**src/rtl/hfs_pkg.sv**
```systemverilog
package hfs_pkg;
  // strobes from control to datapath
  typedef struct packed {
    logic load;   // line start: preset both lanes
    logic fire;   // an output pixel leaves this cycle
    logic takeY;  // luma lane shifts in a sample
    logic takeC;  // chroma lane shifts in a sample
  } hfsStrobe_t;
endpackage

```
**src/rtl/hfsLane.sv**
```systemverilog
module hfsLane #(
  parameter int DataW    = 8,
  parameter int IncW     = 13,
  parameter int FracW    = 10,
  parameter int PhaseW   = 6,
  parameter int OffW     = 8,
  parameter int OffFracW = 5,
  parameter int MinInc   = 293
) (
  input  logic             clk,
  input  logic             rstN,
  input  logic             load,
  input  logic             take,
  input  logic             fire,
  input  logic [IncW-1:0]  incIn,
  input  logic [OffW-1:0]  offIn,
  input  logic [DataW-1:0] sampleIn,
  output logic             needSample,
  output logic [DataW-1:0] pixOut
);
  localparam int PosW     = OffW + FracW - OffFracW;
  localparam int CarryW   = IncW + 1 - FracW;
  localparam int DebtW    = CarryW + 1;
  localparam int WtW      = DataW + PhaseW + 1;
  localparam int Unity    = 1 << PhaseW;
  localparam int StartMax = (1 << (PosW - FracW)) + 1;
  localparam int CarryMax = (1 << CarryW) - 1;
  localparam int DebtMax  = (StartMax > CarryMax) ? StartMax : CarryMax;

  logic [FracW-1:0] frac;
  logic [DebtW-1:0] debt;
  logic [IncW-1:0]  incReg;
  logic [DataW-1:0] smpA, smpB;

  logic [PosW-1:0]   startPos;
  logic [DebtW-1:0]  startDebt;
  logic [IncW:0]     nextSum;
  logic [CarryW-1:0] carry;

  assign startPos  = {offIn, {(FracW - OffFracW){1'b0}}};
  assign startDebt = DebtW'(startPos[PosW-1:FracW]) + DebtW'(2);
  assign nextSum   = (IncW+1)'(frac) + (IncW+1)'(incReg);
  assign carry     = nextSum[IncW:FracW];

  always_ff @(posedge clk) begin
    if (!rstN) begin
      frac   <= '0;
      debt   <= '0;
      incReg <= IncW'(MinInc);
      smpA   <= '0;
      smpB   <= '0;
    end else if (load) begin
      frac   <= startPos[FracW-1:0];
      debt   <= startDebt;
      incReg <= incIn;
    end else if (fire) begin
      frac <= nextSum[FracW-1:0];
      debt <= DebtW'(carry);
    end else if (take) begin
      debt <= debt - DebtW'(1);
      smpA <= smpB;
      smpB <= sampleIn;
    end
  end

  assign needSample = (debt != '0);

  logic [PhaseW-1:0] phase;
  logic [PhaseW:0]   wA;
  logic [WtW-1:0]    mix;

  assign phase  = frac[FracW-1 -: PhaseW];
  assign wA     = (PhaseW+1)'(Unity) - (PhaseW+1)'(phase);
  assign mix    = WtW'(smpA) * WtW'(wA) + WtW'(smpB) * WtW'(phase) + WtW'(Unity / 2);
  assign pixOut = mix[PhaseW +: DataW];

  // the captured step never sits below the floor
  assert_inc_floor_R7: assert property (@(posedge clk) disable iff (!rstN)
    int'(incReg) >= MinInc);
  // emitting an output leaves the sample pair untouched
  assert_pair_hold_R5: assert property (@(posedge clk) disable iff (!rstN)
    fire && !load |=> $stable(smpA) && $stable(smpB));
  // taking a sample leaves the phase untouched
  assert_frac_hold_R5: assert property (@(posedge clk) disable iff (!rstN)
    take && !load |=> $stable(frac));
  // control fires only when this lane has its pair
  assert_fire_ready_R6: assert property (@(posedge clk) disable iff (!rstN)
    fire |-> debt == '0);
  // the sample debt stays within what one step can add
  assert_debt_bound_R4: assert property (@(posedge clk) disable iff (!rstN)
    int'(debt) <= DebtMax);
endmodule

```
**src/rtl/hfsDatapath.sv**
```systemverilog
module hfsDatapath import hfs_pkg::*; #(
  parameter int DataW    = 8,
  parameter int IncW     = 13,
  parameter int FracW    = 10,
  parameter int PhaseW   = 6,
  parameter int OffW     = 8,
  parameter int OffFracW = 5,
  parameter int MinIncY  = 293,
  parameter int MinIncC  = 147
) (
  input  logic             clk,
  input  logic             rstN,
  input  hfsStrobe_t       strobe,
  input  logic [IncW-1:0]  stepY,
  input  logic [IncW-1:0]  stepC,
  input  logic [OffW-1:0]  offsY,
  input  logic [OffW-1:0]  offsC,
  input  logic [DataW-1:0] yData,
  input  logic [DataW-1:0] cData,
  output logic             needY,
  output logic             needC,
  output logic [DataW-1:0] outY,
  output logic [DataW-1:0] outC
);
  localparam int Lanes = 2;

  logic [Lanes-1:0][IncW-1:0]  stepArr;
  logic [Lanes-1:0][OffW-1:0]  offArr;
  logic [Lanes-1:0][DataW-1:0] dataArr;
  logic [Lanes-1:0][DataW-1:0] pixArr;
  logic [Lanes-1:0]            takeArr;
  logic [Lanes-1:0]            needArr;

  assign stepArr = {stepC, stepY};
  assign offArr  = {offsC, offsY};
  assign dataArr = {cData, yData};
  assign takeArr = {strobe.takeC, strobe.takeY};

  for (genvar g = 0; g < Lanes; g++) begin : gLane
    localparam int LaneMin = (g == 0) ? MinIncY : MinIncC;
    hfsLane #(
      .DataW(DataW), .IncW(IncW), .FracW(FracW), .PhaseW(PhaseW),
      .OffW(OffW), .OffFracW(OffFracW), .MinInc(LaneMin)
    ) u_lane (
      .clk       (clk),
      .rstN      (rstN),
      .load      (strobe.load),
      .take      (takeArr[g]),
      .fire      (strobe.fire),
      .incIn     (stepArr[g]),
      .offIn     (offArr[g]),
      .sampleIn  (dataArr[g]),
      .needSample(needArr[g]),
      .pixOut    (pixArr[g])
    );
  end

  assign needY = needArr[0];
  assign needC = needArr[1];
  assign outY  = pixArr[0];
  assign outC  = pixArr[1];
endmodule

```
**src/rtl/hfsControl.sv**
```systemverilog
module hfsControl import hfs_pkg::*; #(
  parameter int IncW    = 13,
  parameter int MinIncY = 293,
  parameter int MinIncC = 147
) (
  input  logic            clk,
  input  logic            rstN,
  input  logic            lineStart,
  input  logic            yValid,
  input  logic            cValid,
  input  logic            needY,
  input  logic            needC,
  input  logic [IncW-1:0] stepYIn,
  input  logic [IncW-1:0] stepCIn,
  output logic [IncW-1:0] stepYUse,
  output logic [IncW-1:0] stepCUse,
  output logic            yReady,
  output logic            cReady,
  output logic            outValid,
  output logic            incErr,
  output hfsStrobe_t      strobe
);
  logic active;
  logic lowY, lowC;

  assign lowY     = stepYIn < IncW'(MinIncY);
  assign lowC     = stepCIn < IncW'(MinIncC);
  assign stepYUse = lowY ? IncW'(MinIncY) : stepYIn;
  assign stepCUse = lowC ? IncW'(MinIncC) : stepCIn;

  always_ff @(posedge clk) begin
    if (!rstN) begin
      active <= 1'b0;
      incErr <= 1'b0;
    end else if (lineStart) begin
      active <= 1'b1;
      incErr <= lowY | lowC;
    end
  end

  assign yReady   = active && !lineStart && needY;
  assign cReady   = active && !lineStart && needC;
  assign outValid = active && !lineStart && !needY && !needC;

  assign strobe.load  = lineStart;
  assign strobe.fire  = outValid;
  assign strobe.takeY = yValid && yReady;
  assign strobe.takeC = cValid && cReady;

  // nothing moves in a line-start cycle
  assert_start_quiet_R9: assert property (@(posedge clk) disable iff (!rstN)
    lineStart |-> !yReady && !cReady && !outValid);
  // the error flag only rises after a line start
  assert_err_source_R7: assert property (@(posedge clk) disable iff (!rstN)
    $rose(incErr) |-> $past(lineStart));
  // an output cycle never takes input on either lane
  assert_no_take_on_fire_R6: assert property (@(posedge clk) disable iff (!rstN)
    outValid |-> !strobe.takeY && !strobe.takeC);
  // before the first line the block stays idle
  assert_idle_before_line_R1: assert property (@(posedge clk) disable iff (!rstN)
    !active |-> !yReady && !cReady && !outValid);
endmodule

```
**src/rtl/hfsScaler.sv**
```systemverilog
module hfsScaler import hfs_pkg::*; #(
  parameter int DataW    = 8,
  parameter int IncW     = 13,
  parameter int FracW    = 10,
  parameter int PhaseW   = 6,
  parameter int OffW     = 8,
  parameter int OffFracW = 5,
  parameter int MinIncY  = 293
) (
  input  logic             clk,
  input  logic             rstN,
  input  logic             lineStart,
  input  logic [IncW-1:0]  stepY,
  input  logic [IncW-1:0]  stepC,
  input  logic [OffW-1:0]  offsY,
  input  logic [OffW-1:0]  offsC,
  input  logic             yValid,
  input  logic [DataW-1:0] yData,
  output logic             yReady,
  input  logic             cValid,
  input  logic [DataW-1:0] cData,
  output logic             cReady,
  output logic             outValid,
  output logic [DataW-1:0] outY,
  output logic [DataW-1:0] outC,
  output logic             incErr
);
  localparam int MinIncC = (MinIncY + 1) / 2;

  hfsStrobe_t      strobe;
  logic            needY, needC;
  logic [IncW-1:0] stepYUse, stepCUse;

  hfsControl #(.IncW(IncW), .MinIncY(MinIncY), .MinIncC(MinIncC)) u_ctrl (
    .clk      (clk),
    .rstN     (rstN),
    .lineStart(lineStart),
    .yValid   (yValid),
    .cValid   (cValid),
    .needY    (needY),
    .needC    (needC),
    .stepYIn  (stepY),
    .stepCIn  (stepC),
    .stepYUse (stepYUse),
    .stepCUse (stepCUse),
    .yReady   (yReady),
    .cReady   (cReady),
    .outValid (outValid),
    .incErr   (incErr),
    .strobe   (strobe)
  );

  hfsDatapath #(
    .DataW(DataW), .IncW(IncW), .FracW(FracW), .PhaseW(PhaseW),
    .OffW(OffW), .OffFracW(OffFracW), .MinIncY(MinIncY), .MinIncC(MinIncC)
  ) u_dp (
    .clk   (clk),
    .rstN  (rstN),
    .strobe(strobe),
    .stepY (stepYUse),
    .stepC (stepCUse),
    .offsY (offsY),
    .offsC (offsC),
    .yData (yData),
    .cData (cData),
    .needY (needY),
    .needC (needC),
    .outY  (outY),
    .outC  (outC)
  );
endmodule

```
**config.mk**
```make
export PLATFORM = sky130hd
export DESIGN_NAME = hfsScaler
export DESIGN_NICKNAME = d
export VERILOG_FILES = /design/src/rtl/hfs_pkg.sv /design/src/rtl/hfsLane.sv /design/src/rtl/hfsDatapath.sv /design/src/rtl/hfsControl.sv /design/src/rtl/hfsScaler.sv
export SDC_FILE = /design/constraint.sdc
export NUM_CORES = 1
export LEC_CHECK = 0
export ABC_AREA = 1
export CAP_MARGIN = 20
export CORE_MARGIN = 1
export CORE_UTILIZATION = 45
export CTS_CLUSTER_DIAMETER = 40
export CTS_CLUSTER_SIZE = 16
export DETAILED_ROUTE_END_ITERATION = 8
export SYNTH_ARGS = -nofsm -noshare
export SYNTH_HDL_FRONTEND = slang
export SYNTH_SLANG_ARGS = --single-unit
```
**constraint.sdc**
```tcl
create_clock -name clk -period 7.05 [get_ports clk]
set_input_delay 1.0575 -clock clk [delete_from_list [all_inputs] [get_ports clk]]
set_output_delay 1.0575 -clock clk [all_outputs]
set_load 0.02 [all_outputs]
```
==> impl_metrics.json <==
{
  "cts_max_path_buffers": 2,
  "drive_above_1_share_pct": 12.6,
  "async_reset_ff_share_pct": 0,
  "drv_slew": 0,
  "hold_violations": 0,
  "final.setup.tns_ns": -0.0117,
  "period_needed_ns": 7.06,
  "hp-class": "flip-flop to flip-flop",
  "grt_use_total_pct": 22.7,
  "max-cap-violations": 0,
  "syn_nets": 1961,
  "peakVddDrop_uv": 120,
  "routed_via_density": 4.91,
  "relSlewSlack_pct": 61.4,
  "fin_ws_ns": -0.0117,
  "power_density_nw_per_um2": 113,
  "ctsHoldBuffers": 0,
  "fmax_mhz": 142,
  "timing.hold.ws_ns": 0.474,
  "met1_length_um": 14500,
  "worstPathArrival_ns": 6.00,
  "grt_max_degree": 49,
  "final_common_cell": "inv_1",
  "hold_path_end": "u_dp.gLane[1].u_lane.incReg[2]",
  "numPortBuffers": 82,
  "cts_buffers": 9,
  "ys_seq_area_share_pct": 15.1,
  "cts.sinks": 90,
  "numPlacedInstances": 2063,
  "grt.overflow.total": 0,
  "die-area_um2": 27100,
  "final_design_area_no_fill_um2": 14200,
  "multi_input_area_um2": 8820,
  "seqCellArea_um2": 1810,
  "initial_core_util_pct": 45.8,
  "slowest_delay_ns": 0.58,
  "cp-end-kind": "output pin",
  "timing.rr.start": "u_dp.gLane[0].u_lane.debt[0]",
  "vias": 10200,
  "place_area_um2": 13400,
  "antenna_found_initial": 0,
  "ys_ff_latch": 90,
  "finalClockSkew_ns": 0.00699,
  "setup_viol": 1,
  "cp_max_fo": 4,
  "n_antenna_cell": 0,
  "r2r-end": "u_dp.gLane[0].u_lane.debt[0]",
  "synth_cells": 1622,
  "filler_cell_count": 2542,
  "htreeDepth": 3,
  "area_growth_pct": 18.9,
  "holdPathStages": 2,
  "rr_worst_depth": 12,
  "dr.pass1.iters": 5,
  "start_kind": "flip-flop",
  "finish.utilization_pct": 54.5,
  "rsz0062_at_grt": "yes",
  "dp_hpwl_um": 23800,
  "postSynthAreaPerCell_um2": 7.34,
  "fin_nets": 2085,
  "num_rows": 59,
  "drtIter0Drc": 577,
  "violations": "negative setup slack",
  "dpl_worst_slack_ns": -0.167,
  "cts_tree": "built",
  "first_global_vias": 9822,
  "place.gp.congestion": 0.861,
  "clkTransAtPathRegs_ns": 0.07,
  "status": "finished, violations left",
  "total_power_mw": 1.60,
  "yosysWarnings": 0,
  "path_common_cell": "fa_1",
  "period_share_pct": 100,
  "postRouteAntennaNets": 0,
  "synth.distinct_cells": 54,
  "die_w_um": 165,
  "root_buffer": "clkbuf_16",
  "instances_no_fill": 2086,
  "final_cell_mix": "376 x inv_1, 334 x nand2_1, 144 x fa_1",
  "clk_latency_ns": 0.36,
  "grt_pass1_wl_um": 48400,
  "fp.coreArea_um2": 26000,
  "tightest_slew_ns": 0.578,
  "wl_per_cell_um": 14.3,
  "ys.flop_type": "dfxtp_1",
  "die_h_um": 165,
  "wl_met2_um": 13900,
  "wl_met3_um": 1120,
  "topRoutingLayerUsed": "met4",
  "syn_area_um2": 11900,
  "slowest_stage": "fa_1",
  "crit_required_ns": 5.99,
  "io_pins": 83,
  "drc": 0,
  "routed_wl_um": 29800,
  "ff2ff_setup_slack_ns": 4.64,
  "synth-edff-count": 0,
  "p_leak_nw": 7.63,
  "hold_start": "u_dp.gLane[1].u_lane.incReg[2]",
  "path_class": "flip-flop to output pin"
}
worst max-delay path by stage:
stage,startpoint,end,slack [ns],depth (start not counted)
final,u_dp.gLane[1].u_lane.frac[5],outC[7],-0.01,29
after global placement,u_dp.gLane[1].u_lane.frac[4],outC[7],-0.11,27
after detailed placement,u_dp.gLane[1].u_lane.frac[4],outC[7],-0.17,27
after floorplan,u_dp.gLane[0].u_lane.frac[4],outY[4],0.32,22
after global routing,u_dp.gLane[1].u_lane.frac[5],outC[7],-0.23,32
after CTS,u_dp.gLane[1].u_lane.frac[4],outC[7],-0.13,27
area by class of cell:
cell class | count | area share (%)
Multi-Input combinational cell | 1093 | 62.3
Sequential cell | 90 | 12.8
Inverter | 402 | 10.7
Timing Repair Buffer | 150 | 9.21
Tap cell | 335 | 2.96
Clock buffer | 11 | 1.78
Clock inverter | 5 | 0.265
sequential cells by signal, indices dropped and copies added, names as in the netlist:
signal,cells
u_dp.gLane.u_lane.incReg,26
u_dp.gLane.u_lane.frac,20
u_dp.gLane.u_lane.smpA,16
u_dp.gLane.u_lane.smpB,16
u_dp.gLane.u_lane.debt,10
u_ctrl.active,1
u_ctrl.incErr,1
critical path, delay by kind of cell, from the launching register on:
kind / cells / cell delay [ns]
AND/OR/NAND/NOR: 9 / 1.11
AO/OA/AOI/OAI: 2 / 0.31
adder cells (fa/ha/maj): 8 / 3.16
flip-flops: 1 / 0.32
buffers and inverters: 10 / 0.72
timing repair:
item                       in CTS  in global routing
hold endpoints to repair        0                  0
gates resized for setup        47                109
pin swaps                      13                 47
buffers inserted                1                  6
setup endpoints to repair      16                 16
cell usage after synthesis (9+ instances only):
library cell	instances	area share (%)
inv_1	391	12
nand2_1	341	11
fa_1	148	25
nor2_1	134	4.2
ha_1	128	13
dfxtp_1	90	15
o21ai_0	84	3.5
a21oi_1	70	2.9
nand3_1	62	2.6
clkbuf_1	24	0.76
xor2_1	15	1.1
xnor2_1	13	0.96
nand2_2	9	0.47
nor3_1	9	0.38
cells by family (layout without fill, tap and decap cells):
| logic type | count (synthesis) | after routing | synth area share (%) |
|---|---|---|---|
| compound gates | 199 | 199 | 9.42 |
| flops | 90 | 90 | 15.1 |
| xor+xnor | 28 | 28 | 2.06 |
| fa+ha+maj | 276 | 276 | 38.3 |
| simple gates | 590 | 590 | 20.8 |
| buf+inv | 439 | 568 | 14.3 |
routing by layer:
metal,vias to the layer above,GRT usage [%]
met5,-,0
met4,0,5.09
met3,24,2.03
met2,186,36.7
met1,4853,32.6
li1,5179,-
report_power, final:
group	internal (mW)	leakage, nW	total [mW]	switching (mW)
registers	0.533	0.739	0.567	0.0331
logic	0.246	6.75	0.546	0.300
clock network	0.260	0.138	0.483	0.223
Note: power is estimated with default switching activity, not from simulation.
